File: config.mk
export PLATFORM = sky130hd
export DESIGN_NAME = gtick_wdt_top
export DESIGN_NICKNAME = d
export VERILOG_FILES = /design/src/rtl/gtick_pkg.sv /design/src/rtl/gtick_timer.sv /design/src/rtl/gtick_wdog.sv /design/src/rtl/gtick_wdt_top.sv
export SDC_FILE = /design/constraint.sdc
export NUM_CORES = 1
export LEC_CHECK = 0
export ABC_AREA = 1
export BUFFER_PORTS_ARGS = -buffer_cell sky130_fd_sc_hd__buf_2
export CORE_ASPECT_RATIO = 1.4
export CORE_MARGIN = 2
export CORE_UTILIZATION = 50
export CTS_BUF_LIST = sky130_fd_sc_hd__clkbuf_8 sky130_fd_sc_hd__clkbuf_16
export CTS_CLUSTER_DIAMETER = 150
export DETAILED_ROUTE_END_ITERATION = 7
export PLACE_DENSITY = 0.76
export REMOVE_ABC_BUFFERS = 1
export SLEW_MARGIN = 20
export SYNTH_ARGS = -nofsm -noshare
export SYNTH_HDL_FRONTEND = slang
export SYNTH_SLANG_ARGS = --single-unit
export TNS_END_PERCENT = 50
File: constraint.sdc
create_clock -name clk -period 2.05 [get_ports clk]
set_input_delay 0.1025 -clock clk [delete_from_list [all_inputs] [get_ports clk]]
set_output_delay 0.1025 -clock clk [all_outputs]
set_load 0.02 [all_outputs]
File: src/rtl/gtick_pkg.sv
// gtick_pkg: shared field positions, register word indices and types for
// the tick timer and watchdog block. Assumes 32-bit word-aligned registers.
package gtick_pkg;
    localparam int TMR_EN_BIT   = 31;
    localparam int TMR_AUTO_BIT = 30;

    localparam int CMD_START_BIT = 0;
    localparam int CMD_STOP_BIT  = 1;

    localparam int CFG_RSTEN_BIT = 15;
    localparam int PERIOD_W      = 8;
    localparam int SRC_W         = 4;

    localparam logic [31:0] UNLOCK_KEY = 32'h0000_C45A;

    // word indices (byte address / 4)
    localparam int W_CFG     = 0;
    localparam int W_STAT    = 1;
    localparam int W_CMD     = 2;
    localparam int W_UNLOCK  = 3;
    localparam int W_TMRBASE = 4;

    typedef struct packed {
        logic                rst_en;
        logic [PERIOD_W-1:0] period;
        logic [SRC_W-1:0]    src;
    } wd_cfg_t;
endpackage

File: src/rtl/gtick_timer.sv
// gtick_timer: one programmable countdown timer clocked by the 1 MHz enable.
// Assumes us_en is a single-cycle strobe; a write to the timer word reloads
// the counter and suppresses any expiry in the same cycle.
module gtick_timer
    import gtick_pkg::*;
#(
    parameter int RELOAD_W = 24
) (
    input  logic        clk,
    input  logic        rst_n,
    input  logic        us_en,
    input  logic        we,
    input  logic [31:0] wdata,
    output logic [31:0] ctl_q,
    output logic        tick
);
    logic                en_q;
    logic                auto_q;
    logic [RELOAD_W-1:0] reload_q;
    logic [RELOAD_W-1:0] cnt_q;
    logic                expire;

    // expiry when the running count is at its last step
    assign expire = en_q && us_en && (cnt_q <= RELOAD_W'(1));

    // register write, countdown, reload or self-disable, tick pulse
    always_ff @(posedge clk) begin
        if (!rst_n) begin
            en_q     <= 1'b0;
            auto_q   <= 1'b0;
            reload_q <= '0;
            cnt_q    <= '0;
            tick     <= 1'b0;
        end else if (we) begin
            en_q     <= wdata[TMR_EN_BIT];
            auto_q   <= wdata[TMR_AUTO_BIT];
            reload_q <= wdata[RELOAD_W-1:0];
            cnt_q    <= wdata[RELOAD_W-1:0];
            tick     <= 1'b0;
        end else begin
            tick <= expire;
            if (expire) begin
                if (auto_q) cnt_q <= reload_q;
                else        en_q  <= 1'b0;
            end else if (en_q && us_en) begin
                cnt_q <= cnt_q - RELOAD_W'(1);
            end
        end
    end

    // readback image of the timer word
    always_comb begin
        ctl_q               = '0;
        ctl_q[TMR_EN_BIT]   = en_q;
        ctl_q[TMR_AUTO_BIT] = auto_q;
        ctl_q[RELOAD_W-1:0] = reload_q;
    end
endmodule

File: src/rtl/gtick_wdog.sv
// gtick_wdog: watchdog period counter with start, guarded stop and unlock
// key. Assumes the strobes are mutually exclusive (one register per write)
// and src_tick pulses last one cycle.
module gtick_wdog
    import gtick_pkg::*;
#(
    parameter int NUM_SRC = 2
) (
    input  logic                clk,
    input  logic                rst_n,
    input  logic                cfg_we,
    input  logic                cmd_we,
    input  logic                unlock_we,
    input  logic [31:0]         wdata,
    input  logic [NUM_SRC-1:0]  src_tick,
    output wd_cfg_t             cfg_q,
    output logic [PERIOD_W-1:0] count_q,
    output logic                running_q,
    output logic                unlocked_q,
    output logic                reset_req
);
    logic [1:0] sub_q;
    logic       sel_tick;
    logic       start_cmd;
    logic       stop_cmd;

    // pick the tick of the configured source; out-of-range picks none
    always_comb begin
        sel_tick = 1'b0;
        for (int i = 0; i < NUM_SRC; i++) begin
            if (cfg_q.src == SRC_W'(i)) sel_tick = src_tick[i];
        end
    end

    assign start_cmd = cmd_we && wdata[CMD_START_BIT];
    assign stop_cmd  = cmd_we && wdata[CMD_STOP_BIT] && unlocked_q;

    // configuration register
    always_ff @(posedge clk) begin
        if (!rst_n) begin
            cfg_q <= '0;
        end else if (cfg_we) begin
            cfg_q.src    <= wdata[SRC_W-1:0];
            cfg_q.period <= wdata[SRC_W +: PERIOD_W];
            cfg_q.rst_en <= wdata[CFG_RSTEN_BIT];
        end
    end

    // unlock key state: set by the key, cleared by other values or any command
    always_ff @(posedge clk) begin
        if (!rst_n)         unlocked_q <= 1'b0;
        else if (cmd_we)    unlocked_q <= 1'b0;
        else if (unlock_we) unlocked_q <= (wdata == UNLOCK_KEY);
    end

    // run state, sub-count of ticks, period count and reset request
    always_ff @(posedge clk) begin
        if (!rst_n) begin
            running_q <= 1'b0;
            count_q   <= '0;
            sub_q     <= '0;
            reset_req <= 1'b0;
        end else begin
            reset_req <= 1'b0;
            if (start_cmd || stop_cmd) begin
                if (start_cmd) begin
                    count_q <= cfg_q.period;
                    sub_q   <= '0;
                end
                running_q <= !stop_cmd;
            end else if (running_q && sel_tick) begin
                sub_q <= sub_q + 2'd1;
                if (sub_q == 2'd3) begin
                    if (count_q <= PERIOD_W'(1)) begin
                        count_q   <= cfg_q.period;
                        reset_req <= cfg_q.rst_en;
                    end else begin
                        count_q <= count_q - PERIOD_W'(1);
                    end
                end
            end
        end
    end
endmodule

File: src/rtl/gtick_wdt_top.sv
// gtick_wdt_top: register decode, timer bank and watchdog. Assumes ADDR_W is
// wide enough for word index W_TMRBASE+NUM_TIMERS-1; reads are combinational.
module gtick_wdt_top
    import gtick_pkg::*;
#(
    parameter int NUM_TIMERS = 2,
    parameter int RELOAD_W   = 24,
    parameter int ADDR_W     = 6
) (
    input  logic                  clk,
    input  logic                  rst_n,
    input  logic                  us_en,
    input  logic                  wr_en,
    input  logic [ADDR_W-1:0]     wr_addr,
    input  logic [31:0]           wr_data,
    input  logic [ADDR_W-1:0]     rd_addr,
    output logic [31:0]           rd_data,
    output logic [NUM_TIMERS-1:0] tick,
    output logic                  reset_req
);
    localparam int WORD_W = ADDR_W - 2;

    logic [WORD_W-1:0]   wr_word;
    logic [WORD_W-1:0]   rd_word;
    logic                wd_cfg_we;
    logic                wd_cmd_we;
    logic                wd_unlock_we;
    wd_cfg_t             wd_cfg;
    logic [PERIOD_W-1:0] wd_count;
    logic                wd_running;
    logic                wd_unlocked;
    logic [31:0]         tmr_ctl [NUM_TIMERS];

    assign wr_word = wr_addr[ADDR_W-1:2];
    assign rd_word = rd_addr[ADDR_W-1:2];

    assign wd_cfg_we    = wr_en && (wr_word == WORD_W'(W_CFG));
    assign wd_cmd_we    = wr_en && (wr_word == WORD_W'(W_CMD));
    assign wd_unlock_we = wr_en && (wr_word == WORD_W'(W_UNLOCK));

    // one timer per generate slot, each at its own word
    for (genvar t = 0; t < NUM_TIMERS; t++) begin : g_tmr
        logic tmr_we;
        assign tmr_we = wr_en && (wr_word == WORD_W'(W_TMRBASE + t));
        gtick_timer #(.RELOAD_W(RELOAD_W)) tmr_i (
            .clk   (clk),
            .rst_n (rst_n),
            .us_en (us_en),
            .we    (tmr_we),
            .wdata (wr_data),
            .ctl_q (tmr_ctl[t]),
            .tick  (tick[t])
        );
    end

    gtick_wdog #(.NUM_SRC(NUM_TIMERS)) wdog_i (
        .clk        (clk),
        .rst_n      (rst_n),
        .cfg_we     (wd_cfg_we),
        .cmd_we     (wd_cmd_we),
        .unlock_we  (wd_unlock_we),
        .wdata      (wr_data),
        .src_tick   (tick),
        .cfg_q      (wd_cfg),
        .count_q    (wd_count),
        .running_q  (wd_running),
        .unlocked_q (wd_unlocked),
        .reset_req  (reset_req)
    );

    // read mux over watchdog words and timer words
    always_comb begin
        rd_data = '0;
        if (rd_word == WORD_W'(W_CFG)) begin
            rd_data[SRC_W-1:0]           = wd_cfg.src;
            rd_data[SRC_W +: PERIOD_W]   = wd_cfg.period;
            rd_data[CFG_RSTEN_BIT]       = wd_cfg.rst_en;
        end else if (rd_word == WORD_W'(W_STAT)) begin
            rd_data[0]                   = wd_running;
            rd_data[SRC_W +: PERIOD_W]   = wd_count;
        end else begin
            for (int i = 0; i < NUM_TIMERS; i++) begin
                if (rd_word == WORD_W'(W_TMRBASE + i)) rd_data = tmr_ctl[i];
            end
        end
    end
endmodule

==> results.json <==
{
  "number_of_library_cell_types_mapped_by_synthesis": 41,
  "cts_tree": "done",
  "regToRegEndpoint": "g_tmr[1].tmr_i.cnt_q[20]$_SDFFE_PN0P_",
  "die-height_um": 154,
  "highest_clock_rate_mhz": 536,
  "report.final.setup_viol": 0,
  "crit_start": "g_tmr[1].tmr_i.cnt_q[0]$_SDFFE_PN0P_",
  "routed_wire_length_per_instance_um": 16.2,
  "post_route_cells_drive_above_1_share_pct": 16.1,
  "die_area_mm2": 0.0171,
  "max-cap-violations": 0,
  "min_period_over_period_pct": 91.0,
  "worstPathRequired_ns": 2.40,
  "max_slew.worst_pin.slew_ns": 0.637,
  "gp_congestion": 0.966,
  "timing.reg2reg.worst_path_depth": 13,
  "initial_core_util_pct": 51.2,
  "wirelength_um": 25200,
  "mostFrequentLayoutCells": "sky130_fd_sc_hd__nand2_1, sky130_fd_sc_hd__inv_1, sky130_fd_sc_hd__nand3_1",
  "timing_worst_setup_path_type": "reg -> reg",
  "power.leakage_nw": 4.36,
  "worst_hold_check_path_type": "in -> reg",
  "synthXorXnorAreaFrac_pct": 2.40,
  "timing_max_transition_violations_final": 0,
  "cp_max_fo": 8,
  "synth-compound-area-share_pct": 12.9,
  "synth_top_family_by_area": "simple AND/OR/NAND/NOR gates",
  "worst_clock_skew_ns": 0.0120,
  "clock_buffers_created_by_tritoncts": 17,
  "mostFrequentLayoutCell": "sky130_fd_sc_hd__nand2_1",
  "route.detailed.drc": 0,
  "gate_count_post_synth": 1248,
  "synth-simple-area-share_pct": 39.8,
  "cts-root-to-sink-buffers": 2,
  "worstSetupEndpoint": "g_tmr[1].tmr_i.cnt_q[20]$_SDFFE_PN0P_",
  "synth.ff_latch_count": 128,
  "post_synth_fa_ha_maj_area_fraction_pct": 1.09,
  "totalPowerFinal_mw": 7.10,
  "r2r_start": "g_tmr[1].tmr_i.cnt_q[0]$_SDFFE_PN0P_",
  "crit_slowest_cell": "sky130_fd_sc_hd__dfxtp_1",
  "worst_slew_margin_rel_pct": 57.4,
  "finalCoreUtilization_pct": 60.1,
  "arrival_ns": 2.22,
  "synth-warning-count": 0,
  "row_count": 54,
  "setup_ws_ns": 0.184,
  "reg2reg_setup_slack_ns": 0.18,
  "number_of_antenna_violations_at_the_first_check_in_global_routing": 0,
  "grt_usage_pct": 29.4,
  "clkSinkCount": 128,
  "outcome": "complete, no violations",
  "core_area_mm2": 0.0157,
  "place.detailed.hpwl_um": 18800,
  "netlist_area_mm2": 0.00802,
  "clk_pin_slew_worst_paths_ns": 0.06,
  "muxShareOfSynthArea_pct": 0,
  "power_density_mw_per_mm2": 754,
  "dr.first_iter.drc_count": 733,
  "grt_pass1_wl_um": 40400,
  "boundaryPins": 83,
  "clock-root-buffer": "sky130_fd_sc_hd__clkbuf_16",
  "syn_area_per_cell_um2": 6.43,
  "clk_latency_ns": 0.43,
  "maximum_number_of_pins_on_one_net_before_global_route_repair": 42,
  "critical_path.cell_chain": "inv_1 -> ha_2 -> inv_1 -> nand2_1 -> nand2_1 -> nor2_1 -> nand4_2 -> nand2_2 -> buf_4 -> nand3_1 -> nand2_1 -> inv_1 -> a21oi_1",
  "htree_num_levels": 4,
  "drt_pre_antenna_iters": 5,
  "irDropWorstVdd_mv": 0.578,
  "fin_nets": 1396,
  "port-buffer-count": 72,
  "die-width_um": 111,
  "share_of_synthesized_area_occupied_by_flip_flops_and_latches_pct": 32.0,
  "dr_total_vias": 8596,
  "first_global_vias": 8062,
  "critical_path.startpoint_type": "register",
  "slowest_delay_ns": 0.34,
  "pre_cts_slack_ns": 0.156,
  "capturing_element_type_of_the_critical_path": "register",
  "unrepaired_setup_endpoints_after_global_routing": "yes",
  "vias_per_cell": 5.55,
  "areaGrowthSynthToFinish_pct": 17.5,
  "timing.final.hold_violations": 0,
  "totalNegativeSetupSlack_ns": 0,
  "grt.overflow.total": 0,
  "antenna_cells_inserted": 0,
  "ant_nets": 0,
  "post-route-min-period_ns": 1.87
}
-- cell usage after synthesis, drive strengths merged --
library cell	instances	area (um^2)
a211oi	2	15.0
a21oi	74	412
buf	34	260
clkbuf	23	86.3
clkinv	2	7.51
conb	1	3.75
dfxtp	128	2560
ha	7	87.6
inv	158	593
nand2	347	1370
nand3	158	853
nand3b	4	30.0
nand4	33	213
nor2	140	647
nor3	6	30.0
nor4	6	37.5
o2111ai	9	78.8
o21a	1	7.51
o21ai	48	244
o21bai	1	7.51
o221ai	4	35.0
o22ai	37	231
or2	3	18.8
xnor2	12	105
xor2	10	87.6
-- report_power, final --
group	total (mW)	switching [mW]	internal, mW
registers	2.57	0.0438	2.53
logic	1.19	0.747	0.443
clock network	3.33	1.15	2.19
-- routing by layer --
metal / vias up / routed length (um) / share of wire, % / GRT usage (%)
li1: 4243 / - / - / -
met1: 3961 / 9970 / 40 / 33.9
met2: 307 / 12600 / 50 / 52.0
met3: 85 / 1330 / 5.3 / 4.89
met4: 0 / 1260 / 5.0 / 15.5
met5: - / 0 / 0 / 0
-- sequential cells by signal, indices dropped and copies added (netlist names) --
name and flops:
wdog_i.count_q 8, g_tmr.tmr_i.tick 2, g_tmr.tmr_i.auto_q 2, wdog_i.running_q 1, wdog_i.reset_req 1, g_tmr.tmr_i.en_q 2, wdog_i.unlocked_q 1, wdog_i.sub_q 2
wdog_i.cfg_q 13, g_tmr.tmr_i.reload_q 48, g_tmr.tmr_i.cnt_q 48
-- timing repair --
action | 4_1_cts | 5_1_grt
gates resized for setup | 0 | 7
hold endpoints to repair | 13 | 0
hold buffers | 10 | 0
endpoints found under the setup margin | 0 | 25
setup buffers | 0 | 0
-- worst max-delay path: cells and delay by family, from the launching register on --
kind,cells,cell delay (ns)
compound gates,1,0.11
fa+ha+maj,1,0.21
buf+inv,4,0.39
flops,1,0.34
simple gates,7,0.74
-- final cells by class --
type / instances / area, um^2
clock inverters: 10 / 158
flip-flops and latches: 128 / 2560
clock buffers: 22 / 494
fillers: 1537 / 6250
inverters: 160 / 603
repair buffers: 126 / 820
well taps: 196 / 245
multi-input cells: 908 / 4540
-- through the flow --
| stage | instances | instance area [um^2] | hold slack, ns |
|---|---|---|---|
| floorplan | 1196 | 7690 | 0.206 |
| global placement | 1508 | 8650 | 0.358 |
| detailed placement | 1508 | 8650 | 0.367 |
| CTS | 1550 | 9400 | 0.000543 |
| global route | 1550 | 9420 | 0.0136 |
| finish | 1550 | 9420 | 0.00747 |
-- logic make-up after synthesis --
logic type	Yosys count
xor+xnor	22
buf+inv	217
flops	128
other cells	1
simple gates	697
fa+ha+maj	7
compound gates	176
-- worst min path at each step --
stage,startpoint,cells past startpoint,to
2_1_floorplan,rst_n,2,g_tmr[0].tmr_i.cnt_q[4]$_SDFFE_PN0P_
5_1_grt,wr_data[21],3,g_tmr[0].tmr_i.reload_q[21]$_SDFFE_PN0P_
4_1_cts,wr_data[21],3,g_tmr[0].tmr_i.reload_q[21]$_SDFFE_PN0P_
3_3_place_gp,wr_data[31],3,g_tmr[0].tmr_i.en_q$_SDFFE_PN0P_
6_report,wr_data[8],3,wdog_i.cfg_q[8]$_SDFFE_PN0P_
3_5_place_dp,wr_data[31],3,g_tmr[0].tmr_i.en_q$_SDFFE_PN0P_
(Power assumes the default switching activity.)
